### src/rtl/pow2_divmod.sv
module pow2_divmod #(
  parameter int N       = 8,
  parameter bit REG_OUT = 1'b1,
  localparam int KW     = (N > 1) ? $clog2(N) : 1
) (
  input  logic          clk,
  input  logic          rst_n,
  input  logic          valid_in,
  input  logic [N-1:0]  a_in,
  input  logic [KW-1:0] k_in,
  input  logic          a_signed,
  input  logic          op_mod,
  input  logic          op_floor,
  input  logic          div_zero,
  output logic          valid_out,
  output logic [N-1:0]  y_out
);

  logic signed [N-1:0] a_s;
  logic [N-1:0] ashr, lshr, low_mask, low_bits, q_floor, q_trunc, r_trunc, y_next;
  logic neg_a, low_nz, bump;

  assign a_s      = a_in;
  assign ashr     = a_s >>> k_in;
  assign lshr     = a_in >> k_in;
  assign low_mask = ~({N{1'b1}} << k_in);
  assign low_bits = a_in & low_mask;
  assign low_nz   = |low_bits;
  assign neg_a    = a_signed & a_in[N-1];
  assign bump     = neg_a & low_nz;

  assign q_floor = a_signed ? ashr : lshr;
  assign q_trunc = q_floor + {{(N-1){1'b0}}, bump};
  assign r_trunc = bump ? (low_bits | ~low_mask) : low_bits;

  always_comb begin
    if (div_zero)      y_next = '0;
    else if (op_mod)   y_next = op_floor ? low_bits : r_trunc;
    else               y_next = op_floor ? q_floor  : q_trunc;
  end

  if (REG_OUT) begin : g_reg
    always_ff @(posedge clk or negedge rst_n) begin
      if (!rst_n) begin
        y_out     <= '0;
        valid_out <= 1'b0;
      end else begin
        y_out     <= y_next;
        valid_out <= valid_in;
      end
    end
  end else begin : g_comb
    assign y_out     = y_next;
    assign valid_out = valid_in;
  end

endmodule


### config.mk
export PLATFORM = sky130hd
export DESIGN_NAME = pow2_divmod
export DESIGN_NICKNAME = d
export VERILOG_FILES = /design/src/rtl/pow2_divmod.sv
export SDC_FILE = /design/constraint.sdc
export NUM_CORES = 1
export LEC_CHECK = 0
export BUFFER_PORTS_ARGS = -buffer_cell sky130_fd_sc_hd__buf_2
export CAP_MARGIN = 20
export CORE_MARGIN = 3
export CORE_UTILIZATION = 40
export CTS_CLUSTER_SIZE = 40
export DETAILED_ROUTE_END_ITERATION = 10
export SLEW_MARGIN = 30
export SYNTH_ARGS = -nofsm -noshare
export SYNTH_HDL_FRONTEND = slang
export SYNTH_SLANG_ARGS = --single-unit
### constraint.sdc
create_clock -name clk -period 0.9 [get_ports clk]
set_input_delay 0.135 -clock clk [delete_from_list [all_inputs] [get_ports clk]]
set_output_delay 0.135 -clock clk [all_outputs]
set_load 0.01 [all_outputs]
### Word-level counts from Yosys, hierarchy flattened

Index checks and enable logic that the tools add are counted.

| operators by class | value |
|---|---|
| div/mod/pow operators | 0 |
| add/sub/neg operators | 1 |
| reduce and logical (&&, ||, !) cells | 1 |
| shifts and indexed selects | 3 |
| multipliers | 0 |
| multiplexer cells | 6 |
| equality and inequality tests | 0 |
| magnitude comparators | 0 |
| bitwise logic cells | 6 |

Operators by type and width:

| cell | number |
|---|---|
| $mux 8 | 6 |
| $not 8->8 | 2 |
| $add 8x1->8 | 1 |
| $and 8x8->8 | 1 |
| $or 8x8->8 | 1 |
| $reduce_or 8->1 | 1 |
| $shl 8x3->8 const A | 1 |
| $shr 8x3->8 | 1 |
| $sshr 8x3->8 | 1 |
| $and 1x1->1 | 2 |

| storage, ports and cells | value |
|---|---|
| ROM bits | 0 |
| output and inout bits | 9 |
| bits of input ports | 18 |
| bits in registers | 9 |
| memories | 0 |
| word-level logic and storage cells | 19 |
| bits in latches | 0 |
| memory bits (writable) | 0 |

### Logic depth before layout (Yosys ltp)

| logic depth | value |
|---|---|
| depth in word-level cells | 9 |
| mapped depth | 12 |
| gate-level depth less buffers | 10 |

### Worst setup path after synthesis

No wires, ideal clock.

| timing | value |
|---|---|
| path kind | input-to-reg |
| start | in k_in[0] |
| end | reg y_out[6] |
| buffers on the path | 2 |
| library setup time | 0.104 ns |
| slack | -1.397 ns |
| required time | 0.796 ns |
| cell stages on the path | 11 |
| arrival | 2.193 ns |
| path through | buf_6 > buf_2 > mux2i_1 > mux4_2 > inv_1 > ha_1 > ha_1 > nor2b_1 > nand4_1 > or4_1 > o311ai_1 |

| between the ends | value |
|---|---|
| cells in the longest elaborated chain, start to end | 9 |
| elaborated cells on any way between the ends | 16 |
| classes of those cells | 1 x add/sub; 3 x shift; 6 x mux; 5 x bitwise; 1 x reduce/logical |

Ends and longest elaborated chain:

| item | line | source |
|---|---|---|
| start, declared | 10 | `input logic [KW-1:0] k_in,` |
| $shl 8x3->8 | 26 | `assign low_mask = ~({N{1'b1}} << k_in);` |
| $not 8->8 | 26 |  |
| $and 8x8->8 | 27 | `assign low_bits = a_in & low_mask;` |
| $reduce_or 8->1 | 28 | `assign low_nz = \|low_bits;` |
| $and 1x1->1 | 30 | `assign bump = neg_a & low_nz;` |
| $add 8x1->8 / $mux 8 (equally long branches) | 33, 34 |  |
| $mux 8 (on tied branches) | 39, 38 |  |
| $mux 8 * | 38 | `else if (op_mod) y_next = op_floor ? low_bits : r_trunc;` |
| $mux 8 * | 37 | `if (div_zero) y_next = '0;` |
| named net y_next[6] | 20 | `logic [N-1:0] ashr, lshr, low_mask, low_bits, q_floor, q_trunc, r_trunc, y_next;` |
| end signal, assigned | 48 | `y_out <= y_next;` |
| end, declared | 16 | `output logic [N-1:0] y_out` |

The timed path passes the listed nets; every way through them passes the cells marked *.

### Worst setup path after layout

| timing | value |
|---|---|
| start | in k_in[0] |
| end | reg y_out[7] |

The elaborated chain is that of the path after synthesis.

==> impl_metrics.py <==
metrics = {
    "synth": {
        "yosys_warnings": 0,
        "async_flop_share": 1.00,
        "synth-edff-count": 0,
        "ys.flop_type": "dfrtp_1",
        "ys_seq_elements": 9,
        "synth_top_area_cell": "dfrtp_1",
        "synth_common_cells": "mux2i_1, a21oi_1, nor2_1, dfrtp_1",
        "seq_area_frac_synth": 0.230,
        "syn_avg_cell_area_um2": 8.58,
        "synth_top_cell_area_share": 0.230,
        "synth_nets": 134,
        "synth_cell_types": 43,
        "synth_area_leaders": "dfrtp_1, mux2i_1, a21oi_1",
        "syn_inst": 114,
        "synth.most_common_cell": "mux2i_1",
        "synth_area_um2": 978,
    },
    "global_routing": {
        "grt_pass1_vias": 1199,
        "grt_use_total": 0.226,
        "grt_pass1_wl_mm": 5.55,
        "antenna_found_initial": 0,
        "grt_overflow": 0,
        "grt_max_degree": 14,
    },
    "clocking": {
        "clkSinkCount": 9,
        "cts_max_level": 1,
        "cts_tree": "yes",
        "cts.path.max_buffers": 2,
        "cts_made_buffers": 3,
        "clkTransAtPathRegs_ns": 0.06,
        "clockRootBuffer": "clkbuf_4",
    },
    "timing": {
        "maxSlewViolCount": 0,
        "rsz0062_at_grt": "yes",
        "fmax_mhz": 540,
        "max_slew_margin": 0.687,
        "period_minus_slack_ns": 1.85,
        "fin_crit_sh": 2.06,
        "setup_viol": 8,
        "setup_ws_ns": -0.953,
        "hold_violations": 0,
        "worst_slew_pin_slew_ns": 0.457,
        "timing.setup.tns_ns": -6.45,
    },
    "die": {
        "coreArea_um2": 2280,
        "die_area_um2": 3080,
        "fp.dieW_um": 55.5,
        "die-height_um": 55.5,
        "rows": 17,
        "initial_core_util": 0.430,
        "ios": 27,
    },
    "placement": {
        "hpwl_mm": 2.48,
        "finalWeightedCongestion": 0.855,
        "placedCellCount": 206,
        "post-place-ws_ns": -1.34,
        "portBuffers": 26,
        "placed_area_um2": 1480,
    },
    "route": {
        "vias": 1232,
        "antenna_left": 0,
        "viasPerCell": 5.65,
        "wl_per_cell_um": 15.9,
        "drtPass1Iterations": 5,
        "drc": 0,
        "drt-initial-drc-count": 38,
        "drt_wl_total_mm": 3.46,
    },
    "power_and_ir_drop": {
        "leakage_nw": 0.849,
        "total_power_mw": 1.57,
        "power_density_nw_per_um2": 895,
        "ir_drop_uv": 781,
    },
    "final_layout": {
        "nets": 211,
        "drive_gt1_frac": 0.568,
        "final_cell_count_no_fill": 218,
        "seq_area_um2": 225,
        "fillers": 145,
        "num_antenna_cells": 0,
        "area_delta_synth_final_pct": 79.5,
        "multi_input_area_um2": 843,
        "stdcell_area_um2": 1760,
    },
    "outcome": {
        "outcome": "complete, but fails checks",
        "violations": "setup timing",
    },
    "min_path": {
        "hold_class": "input pin to flip-flop",
        "hold_depth": 3,
    },
    "worst_setup_path": {
        "cp_data_required_time_ns": 1.04,
        "crit_path_end_kind": "flip-flop",
        "start_kind": "input pin",
        "cp.arrival_ns": 2.00,
        "critPathKind": "input pin to flip-flop",
        "crit_fanout": 6,
    },
    "flow_run": {
        "maxCapViolations": 0,
    },
}
[power breakdown]
| part | internal [mW] | switching [mW] | total, mW | leakage, nW |
|---|---|---|---|---|
| clock network | 0.171 | 0.144 | 0.315 | 0.0150 |
| logic | 0.443 | 0.373 | 0.817 | 0.718 |
| registers | 0.433 | 0.00645 | 0.440 | 0.116 |
| total | 1.05 | 0.524 | 1.57 | 0.849 |
[layout make-up]
cell class / count / share of cell area
clock buffers: 4 / 0.0150
well taps: 28 / 0.0199
flip-flops and latches: 9 / 0.128
inverters: 4 / 0.00855
multi-input cells: 93 / 0.480
repair buffers: 80 / 0.348
[critical path, stage by stage]
cell,delay (ns)
buf_12,0.12
mux2i_2,0.15
mux4_2,0.52
inv_2,0.08
ha_4,0.15
nand2b_4,0.06
nor4_4,0.17
and3_4,0.26
a31oi_4,0.09
o31a_1,0.27
[stage by stage]
step            util  hold slack [ns]
2_1_floorplan      -           -0.161
3_3_place_gp   0.652          -0.0100
3_5_place_dp   0.652         -0.00426
4_1_cts        0.745            0.191
5_1_grt        0.772            0.192
6_report       0.772            0.194
[path summary, 6_finish.rpt]
check	startpoint	end
min in group asynchronous	rst_n	y_out[2]
max in group asynchronous	rst_n	y_out[0]
max	k_in[0]	y_out[7]
min	op_mod	y_out[6]
[cell usage in the layout, fill, tap and decap left out, drive strengths merged, types with 5 or more instances in the layout]
master	count
dfrtp	9
nand2	5
a21oi	12
mux2i	15
buf	77
nand2b	5
nor2	10
[layer usage]
| layer | global-route usage | share of wire |
|---|---|---|
| met5 | 0 | 0 |
| met4 | 0.0660 | 0.021 |
| met3 | 0.0584 | 0.050 |
| met2 | 0.389 | 0.51 |
| met1 | 0.274 | 0.42 |
[sequential cells by signal (all words and copies together), names as in the netlist]
name,count
y_out,8
valid_out,1
[repair_timing]
item	in CTS	in global routing
hold buffers	2	0
cloned	1	0
resized for setup	25	12
setup endpoints to repair	9	17
pin swaps	9	7
hold endpoints to repair	10	0
buffers inserted	6	2
[kinds of logic after synthesis]
group / after synthesis / synth area share
XOR/XNOR: 4 / 0.0358
multiplexers: 19 / 0.238
buffers and inverters: 12 / 0.0601
flip-flops: 9 / 0.230
adder cells (fa/ha/maj): 2 / 0.0256
AND/OR/NAND/NOR: 35 / 0.184
AO/OA/AOI/OAI: 33 / 0.226
Note: power is estimated with default switching activity, not from simulation.
